==> src/rtl/sdram_cmd_pkg.sv <==
package sdram_cmd_pkg;
  localparam int MODE_W = 3;

  localparam logic [MODE_W-1:0] MODE_NORMAL = 3'd0;
  localparam logic [MODE_W-1:0] MODE_NOP    = 3'd1;
  localparam logic [MODE_W-1:0] MODE_MRS    = 3'd3;
  localparam logic [MODE_W-1:0] MODE_EMRS   = 3'd5;
  localparam logic [MODE_W-1:0] MODE_CAL    = 3'd6;

  typedef enum logic [1:0] {
    CMD_NOP  = 2'd0,
    CMD_MRS  = 2'd1,
    CMD_EMRS = 2'd2,
    CMD_CAL  = 2'd3
  } cmd_code_e;

  typedef struct packed {
    logic      valid;
    cmd_code_e code;
  } cmd_sel_t;

  function automatic cmd_sel_t decode_mode(input logic [MODE_W-1:0] mode);
    cmd_sel_t s;
    s.valid = 1'b1;
    s.code  = CMD_NOP;
    case (mode)
      MODE_NOP:  s.code = CMD_NOP;
      MODE_MRS:  s.code = CMD_MRS;
      MODE_EMRS: s.code = CMD_EMRS;
      MODE_CAL:  s.code = CMD_CAL;
      default:   s.valid = 1'b0;
    endcase
    return s;
  endfunction
endpackage

==> src/rtl/sdram_mode_reg.sv <==
module sdram_mode_reg
  import sdram_cmd_pkg::*;
(
  input  logic              clk,
  input  logic              rst_n,
  input  logic              wr_en,
  input  logic [MODE_W-1:0] wr_data,
  output logic [MODE_W-1:0] mode_q
);
  logic [MODE_W-1:0] mode_d;

  always_comb begin
    mode_d = mode_q;
    if (wr_en) mode_d = wr_data;
  end

  always_ff @(posedge clk or negedge rst_n) begin
    if (!rst_n) mode_q <= MODE_NORMAL;
    else        mode_q <= mode_d;
  end
endmodule

==> src/rtl/sdram_gap_timer.sv <==
module sdram_gap_timer #(
  parameter int CMD_GAP = 4
) (
  input  logic clk,
  input  logic rst_n,
  input  logic load,
  output logic ready
);
  localparam int GAP_W = $clog2(CMD_GAP + 1);
  localparam logic [GAP_W-1:0] GAP_VAL = GAP_W'(CMD_GAP);

  logic [GAP_W-1:0] cnt_q, cnt_d;

  always_comb begin
    cnt_d = cnt_q;
    if (load)               cnt_d = GAP_VAL;
    else if (cnt_q != '0)   cnt_d = cnt_q - 1'b1;
  end

  always_ff @(posedge clk or negedge rst_n) begin
    if (!rst_n) cnt_q <= '0;
    else        cnt_q <= cnt_d;
  end

  assign ready = (cnt_q == '0);
endmodule

==> src/rtl/sdram_cmd_builder.sv <==
module sdram_cmd_builder
  import sdram_cmd_pkg::*;
#(
  parameter int ROW_W = 14,
  parameter int BA_W  = 3
) (
  input  logic             clk,
  input  logic             rst_n,
  input  logic             fire,
  input  cmd_code_e        code,
  input  logic             wide32,
  input  logic [BA_W:0]    ba_field,
  input  logic [ROW_W:0]   row_field,
  output logic             cmd_valid,
  output cmd_code_e        cmd_code,
  output logic [BA_W-1:0]  cmd_ba,
  output logic [ROW_W-1:0] cmd_a,
  output logic             nop_fire
);
  logic [BA_W-1:0]  ba_sel;
  logic [ROW_W-1:0] a_sel;

  always_comb begin
    ba_sel = wide32 ? ba_field[BA_W:1]   : ba_field[BA_W-1:0];
    a_sel  = wide32 ? row_field[ROW_W:1] : row_field[ROW_W-1:0];
  end

  always_ff @(posedge clk or negedge rst_n) begin
    if (!rst_n) cmd_valid <= 1'b0;
    else        cmd_valid <= fire;
  end

  always_ff @(posedge clk or negedge rst_n) begin
    if (!rst_n) begin
      cmd_code <= CMD_NOP;
      cmd_ba   <= '0;
      cmd_a    <= '0;
    end else if (fire) begin
      cmd_code <= code;
      cmd_ba   <= ba_sel;
      cmd_a    <= a_sel;
    end
  end

  assign nop_fire = fire && (code == CMD_NOP);
endmodule

==> src/rtl/sdram_power_seq.sv <==
module sdram_power_seq (
  input  logic clk,
  input  logic rst_n,
  input  logic nop_fire,
  output logic clk_en,
  output logic cke
);
  logic clk_en_d, cke_d;

  always_comb begin
    clk_en_d = clk_en;
    cke_d    = cke;
    if (nop_fire) begin
      if (!clk_en) clk_en_d = 1'b1;
      else         cke_d    = 1'b1;
    end
  end

  always_ff @(posedge clk or negedge rst_n) begin
    if (!rst_n) begin
      clk_en <= 1'b0;
      cke    <= 1'b0;
    end else begin
      clk_en <= clk_en_d;
      cke    <= cke_d;
    end
  end
endmodule

==> src/rtl/sdram_cmd_issuer.sv <==
module sdram_cmd_issuer
  import sdram_cmd_pkg::*;
#(
  parameter int ADDR_W  = 32,
  parameter int ROW_W   = 14,
  parameter int BA_W    = 3,
  parameter int BA_LSB  = 25,
  parameter int CMD_GAP = 4
) (
  input  logic              clk,
  input  logic              rst_n,
  input  logic              bus_req,
  input  logic              bus_we,
  input  logic              bus_reg,
  input  logic [ADDR_W-1:0] bus_addr,
  input  logic [2:0]        bus_mode_in,
  input  logic              wide32,
  output logic [2:0]        mode_rd,
  output logic              issue_ready,
  output logic              mem_valid,
  output logic              mem_we,
  output logic [ADDR_W-1:0] mem_addr,
  output logic              cmd_valid,
  output logic [1:0]        cmd_code,
  output logic [BA_W-1:0]   cmd_ba,
  output logic [ROW_W-1:0]  cmd_a,
  output logic              mem_clk_en,
  output logic              mem_cke
);
  logic [MODE_W-1:0] mode_q;
  cmd_sel_t          sel;
  cmd_code_e         code_q;
  logic              win_acc, mode_wr, fire, pass, nop_fire;

  always_comb begin
    win_acc = bus_req && !bus_reg;
    mode_wr = bus_req && bus_we && bus_reg;
    sel     = decode_mode(mode_q);
    fire    = win_acc && bus_we && sel.valid && issue_ready;
    pass    = win_acc && (!bus_we || (mode_q == MODE_NORMAL));
  end

  sdram_mode_reg u_mode (
    .clk     (clk),
    .rst_n   (rst_n),
    .wr_en   (mode_wr),
    .wr_data (bus_mode_in),
    .mode_q  (mode_q)
  );

  sdram_gap_timer #(.CMD_GAP(CMD_GAP)) u_gap (
    .clk   (clk),
    .rst_n (rst_n),
    .load  (fire),
    .ready (issue_ready)
  );

  sdram_cmd_builder #(.ROW_W(ROW_W), .BA_W(BA_W)) u_build (
    .clk       (clk),
    .rst_n     (rst_n),
    .fire      (fire),
    .code      (sel.code),
    .wide32    (wide32),
    .ba_field  (bus_addr[BA_LSB+BA_W:BA_LSB]),
    .row_field (bus_addr[ROW_W+1:1]),
    .cmd_valid (cmd_valid),
    .cmd_code  (code_q),
    .cmd_ba    (cmd_ba),
    .cmd_a     (cmd_a),
    .nop_fire  (nop_fire)
  );

  sdram_power_seq u_pwr (
    .clk      (clk),
    .rst_n    (rst_n),
    .nop_fire (nop_fire),
    .clk_en   (mem_clk_en),
    .cke      (mem_cke)
  );

  always_ff @(posedge clk or negedge rst_n) begin
    if (!rst_n) mem_valid <= 1'b0;
    else        mem_valid <= pass;
  end

  always_ff @(posedge clk or negedge rst_n) begin
    if (!rst_n) begin
      mem_we   <= 1'b0;
      mem_addr <= '0;
    end else if (pass) begin
      mem_we   <= bus_we;
      mem_addr <= bus_addr;
    end
  end

  assign mode_rd  = mode_q;
  assign cmd_code = code_q;
endmodule

==> config.mk <==
export PLATFORM = sky130hd
export DESIGN_NAME = sdram_cmd_issuer
export DESIGN_NICKNAME = d
export VERILOG_FILES = /design/src/rtl/sdram_cmd_pkg.sv /design/src/rtl/sdram_mode_reg.sv /design/src/rtl/sdram_gap_timer.sv /design/src/rtl/sdram_cmd_builder.sv /design/src/rtl/sdram_power_seq.sv /design/src/rtl/sdram_cmd_issuer.sv
export SDC_FILE = /design/constraint.sdc
export NUM_CORES = 1
export LEC_CHECK = 0
export ABC_CLOCK_PERIOD_IN_PS = 5700
export CELL_PAD_IN_SITES_DETAIL_PLACEMENT = 0
export CELL_PAD_IN_SITES_GLOBAL_PLACEMENT = 1
export CORE_ASPECT_RATIO = 0.7
export CORE_MARGIN = 1
export CORE_UTILIZATION = 30
export DETAILED_ROUTE_END_ITERATION = 7
export DONT_BUFFER_PORTS = 1
export PLACE_DENSITY_LB_ADDON = 0.12
export SKIP_LAST_GASP = 1
export SYNTH_ARGS = -nofsm -noshare
export SYNTH_HDL_FRONTEND = slang
export SYNTH_HIERARCHICAL = 1
export SYNTH_SLANG_ARGS = --single-unit
==> constraint.sdc <==
create_clock -name clk -period 5.7 [get_ports clk]
set_clock_uncertainty 0.05 [all_clocks]
set_input_delay 1.425 -clock clk [delete_from_list [all_inputs] [get_ports clk]]
set_output_delay 1.425 -clock clk [all_outputs]
set_load 0.05 [all_outputs]
* After elaboration in Yosys (flattened, before gate mapping)
Index checks and enable logic that the tools add are counted.
** Word-level totals
- Register bits :: 62
- Bits of input ports :: 41
- Output and inout port bits :: 60
- Word-level logic and storage cells :: 40
** Operators by class
- $add $sub $neg :: 1
- Equal/unequal tests :: 4
- Mux-type cells :: 6
- Reductions and logical operators :: 18
** Operator list (count)
- 2-to-1 mux 14 bit :: 1
- 2-to-1 mux 3 bit :: 3
- logical AND 1 bit :: 8
- equality test 3 bit, second input constant :: 2
- zero test 3 bit :: 2
- case mux 2 bit (3 select lines) :: 1
- OR reduction 4 bit :: 1
- equality test 3 x 1 -> 1 bit, second input constant :: 1
- equality test 3 x 2 -> 1 bit, second input constant :: 1
- nonzero test 3 bit :: 1
- subtractor 3 x 1 -> 3 bit, second input constant :: 1
- zero test 1 bit :: 2
- zero test 2 bit :: 1
- AND reduction 2 bit :: 1
- nonzero test 2 bit :: 1
- logical OR 1 bit :: 1
- 2-to-1 mux 1 bit :: 1

* Depth between registers and ports, before layout
- Depth after elaboration :: 7
- Gate-level depth with buffers :: 9
- Gate-level depth less buffers :: 7

* Modules after synthesis
Netlist, hierarchy kept.
** Modules (own cells, without submodules)
- sdram_cmd_issuer :: times used 1, cells each 86, area an instance 1505.2 sq um, seq. area each 850.8 sq um
- sdram_cmd_builder :: times used 1, cells each 80, area an instance 902.1 sq um, seq. area each 500.5 sq um
- sdram_gap_timer :: times used 1, cells each 16, area an instance 183.9 sq um, seq. area each 75.1 sq um
- sdram_mode_reg :: times used 1, cells each 6, area an instance 108.9 sq um, seq. area each 75.1 sq um
- sdram_power_seq :: times used 1, cells each 4, area an instance 65.1 sq um, seq. area each 50.0 sq um

* Worst setup path before layout
Ideal clock, no wire load.
- Kind :: input -> register
- From :: input bus_reg
- To :: register u_build.cmd_a[10]
- Library setup time :: 137 ps
- Arrival :: 2625 ps
- Required time :: 5513 ps
- Setup slack :: 2888 ps
- Stages :: 5
- Buffers on the path :: 2
- Cells stage by stage :: nand2b_1 > nor3_1 > buf_4 > clkbuf_1 > a21oi_1
** Between the ends
- Cells in the longest elaborated chain, start to end :: 5
** Ends and longest elaborated chain
- start: declaration :: RTL line sdram_cmd_issuer.sv:14 : input logic bus_reg,
- zero test 1 bit :: RTL line sdram_cmd_issuer.sv:36 : win_acc = bus_req && !bus_reg;
- logical AND 1 bit :: RTL line sdram_cmd_issuer.sv:36
- logical AND 1 bit (3 in series) :: RTL line sdram_cmd_issuer.sv:39 : fire = win_acc && bus_we && sel.valid && issue_ready;
- via fire :: RTL line sdram_cmd_issuer.sv:33 : logic win_acc, mode_wr, fire, pass, nop_fire;
- end signal: assignment :: RTL line sdram_cmd_builder.sv:41 : cmd_a <= a_sel;
- end: declaration :: RTL line sdram_cmd_builder.sv:17 : output logic [ROW_W-1:0] cmd_a,
The timed path passes the listed nets, and every way through them passes these cells.
A chain may end at the register's enable or synchronous reset.

* Worst setup path in the final report
- From :: register u_gap.cnt_q[0]
- To :: output issue_ready
** Between the ends
- Cells in the longest elaborated chain, start to end :: 1
** Ends and longest elaborated chain
- start: declaration :: RTL line sdram_gap_timer.sv:12 : logic [GAP_W-1:0] cnt_q, cnt_d;
- start signal: assignment :: RTL line sdram_gap_timer.sv:22 : else cnt_q <= cnt_d;
- zero test 3 bit :: RTL line sdram_gap_timer.sv:25 : assign ready = (cnt_q == '0);
- end: declaration :: RTL line sdram_cmd_issuer.sv:19 : output logic issue_ready,
Every way passes these cells.

==> metrics.csv <==
metric,value,unit
WL/cell,17.5,µm
crit-path max FO,4,
post-CTS sizing,0,
CTS Hold Buffers Added,0,
ys async rst share,100,%
CTS Buf Count,9,
setup TNS,0,ns
Worst Setup Start Kind,register,
Worst setup EP type,output pin,
number of library cell types mapped by synthesis,31,
layout cells sized above 1,28.3,%
RSZ-0062 raised after global routing,no,
setup slack after layout,2.78,ns
WL final,5550,µm
Register Area,1550,µm²
DIE WIDTH,117,µm
first-pass GRT wire length,8320,µm
port bufs,0,
"non-filler cells, final",318,
I/O Pins,101,
detailed-route DRC error count,0,
fin. max-slew vios,0,
fin crit share,51.2,%
vias in the first global route,1595,
pin count of the biggest net entering global routing,63,
DPL Wire Length,3690,µm
Vias/cell,4.69,
Longest Clk Path Bufs,2,
H-tree levels,3,
GRT overflow,0,
Peak supply drop,205,µV
Clock transition at path regs,0.05,ns
drt pass-1 iters,4,
Mapped Area,2770,µm²
ant diodes,0,
yosys synthesis warning count,6,
post-CTS setup buffer count,0,
Total GRT Usage,12.2,%
Sw Share,45.6,%
crit path time final,2.92,ns
sw power,868,µW
Multi-input gate area,1070,µm²
worst hold path class,reg -> reg,
core area,8690,µm²
fill count,867,
Worst EP required,4.22,ns
Setup Viol. Count Final,0,
PwrDens,623,nW/µm²
post-route cell area,3060,µm²
cell-internal power,1040,µW
"Seq/Total Area, Yosys",56.1,%
DP Area,2800,µm²
Starting Density,31.8,%
Tightest Pin Transition,1.18,ns
crit path kind,reg -> out,
GP Congestion,0.662,
via count,1491,
crit path DAT,1.44,ns
status,"finished, final reports clean",
final hold violation count,0,
Initial DRC Count,78,
ys flop type,dfrtp_1,
placed cell count,302,
synth-to-layout area growth,10.6,%
CTS tree,yes,
Die ar.,9610,µm²
sequential power share,61.0,%
"EDFF count, synth",0,
Slew Limit Headroom,21.6,%
initial antenna violation count,0,
Max Cap Viol,0,
Clock Power Share,25.0,%
clock sink count,62,
Mapped Avg Cell Area,14.4,µm²
number of placement rows,28,
DP Worst Slack,2.51,ns
die height,82.3,µm
Routed Antenna Nets,0,
clk root buf,clkbuf_16,
"FF+latch count, synth",62,
Mapped Nets,235,
Max Clock Freq,0.343,GHz
Synth Instances,192,
Clock Latency Late Sink,0.32,ns
combinational share of power,14.0,%
Post-layout nets,236,
leakage,0.00147,µW
-- power by group through the flow --
stage / Combinational [µW] / Sequential, µW / Clock, µW
finish: 266 / 1160 / 476
global route: 295 / 1180 / 526
CTS: 271 / 1170 / 500
detailed placement: 270 / 1170 / 0
global placement: 250 / 1170 / 0
floorplan: 247 / 1130 / 0
-- state kept, by name, summed over array words and instances (netlist names) --
name	flops
mem_addr	32
mem_valid	1
u_mode/mode_q	3
u_gap/cnt_q	3
u_build/cmd_a	14
u_pwr/clk_en	1
u_pwr/cke	1
u_build/cmd_code	2
u_build/cmd_ba	3
mem_we	1
u_build/cmd_valid	1
-- synth_stat cells, types with 2 or more instances --
master    instances  area [µm²]
a21oi_1          17        85.1
buf_12            4        80.1
buf_2             2        10.0
buf_6             3        33.8
dfrtp_1          62        1550
ha_1              2        25.0
inv_1             3        11.3
mux2_2            8        90.1
mux2_4           30         450
mux2i_1          17         170
nand2_1           2        7.51
nand2b_1          2        12.5
nor2_1           19        71.3
nor2b_1           2        12.5
xor2_1            3        26.3
-- worst paths after layout --
| path | from | endpoint | slack, ns | depth (start not counted) |
|---|---|---|---|---|
| max in group asynchronous | rst_n | u_build/cmd_a[3]$_DFFE_PN0P_ | 4.76 | 0 |
| worst max-delay path | u_gap/cnt_q[0]$_DFFE_PN0P_ | issue_ready | 2.78 | 3 |
| worst min-delay path | u_gap/cnt_q[1]$_DFFE_PN0P_ | u_gap/cnt_q[1]$_DFFE_PN0P_ | 0.51 | 2 |
| worst max register to register | u_gap/cnt_q[0]$_DFFE_PN0P_ | u_pwr/cke$_DFFE_PN0P_ | 3.27 | 8 |
| min in group asynchronous | rst_n | mem_addr[26]$_DFFE_PN0P_ | 0.75 | 0 |
| worst min register to register | u_gap/cnt_q[1]$_DFFE_PN0P_ | u_gap/cnt_q[1]$_DFFE_PN0P_ | 0.51 | 2 |
-- routing by layer --
metal	up-vias	routed length (µm)	global-route usage [%]	share of wire [%]
met2	66	2480	18.2	45
met4	0	70	4.05	1.3
met5	-	0	0	0
met1	747	2320	13.6	42
li1	670	-	-	-
met3	8	683	8.76	12
-- final cells by class --
cell class | instances | share of cell area (%)
Clock buffer | 15 | 8.43
Clock inverter | 1 | 0.164
Inverter | 3 | 0.368
Multi-Input combinational cell | 116 | 35.1
Sequential cell | 62 | 50.7
Tap cell | 120 | 4.91
Timing Repair Buffer | 1 | 0.245
-- stage by stage --
stage / total power, µW / hold WS, ns / util [%]
6_report: 1900 / 0.506 / 35.2
5_1_grt: 2000 / 0.569 / 35.2
4_1_cts: 1940 / 0.499 / 35.2
3_5_place_dp: 1440 / 0.487 / 32.2
3_3_place_gp: 1420 / 0.475 / 32.2
2_1_floorplan: 1380 / 0.457 / -
-- cells by family after synthesis --
logic type,synth area share (%)
and+or+nand+nor,6.29
buffers and inverters,5.29
AOI/OAI and AO/OA,4.75
muxes,25.7
adders and majority gates,0.905
xor gates and xnor gates,0.950
DFF,56.1
-- worst max-delay path, cell delays in order (launching register included) --
cell	delay [ns]
dfrtp_1	0.39
inv_1	0.09
ha_1	0.21
nor2b_4	0.43
-- cells in the final DEF, fill, tap and decap left out, types with 2 or more instances in the layout --
| cell type | n |
|---|---|
| dfrtp_1 | 62 |
| mux2_4 | 30 |
| nor2_1 | 19 |
| mux2i_1 | 17 |
| a21oi_1 | 17 |
| clkbuf_16 | 9 |
| mux2_2 | 8 |
| clkbuf_1 | 5 |
| xor2_1 | 3 |
| inv_1 | 3 |
| nand2_1 | 2 |
| nor2b_1 | 2 |
| ha_1 | 2 |
No activity file was read; power rests on OpenSTA's default activity.
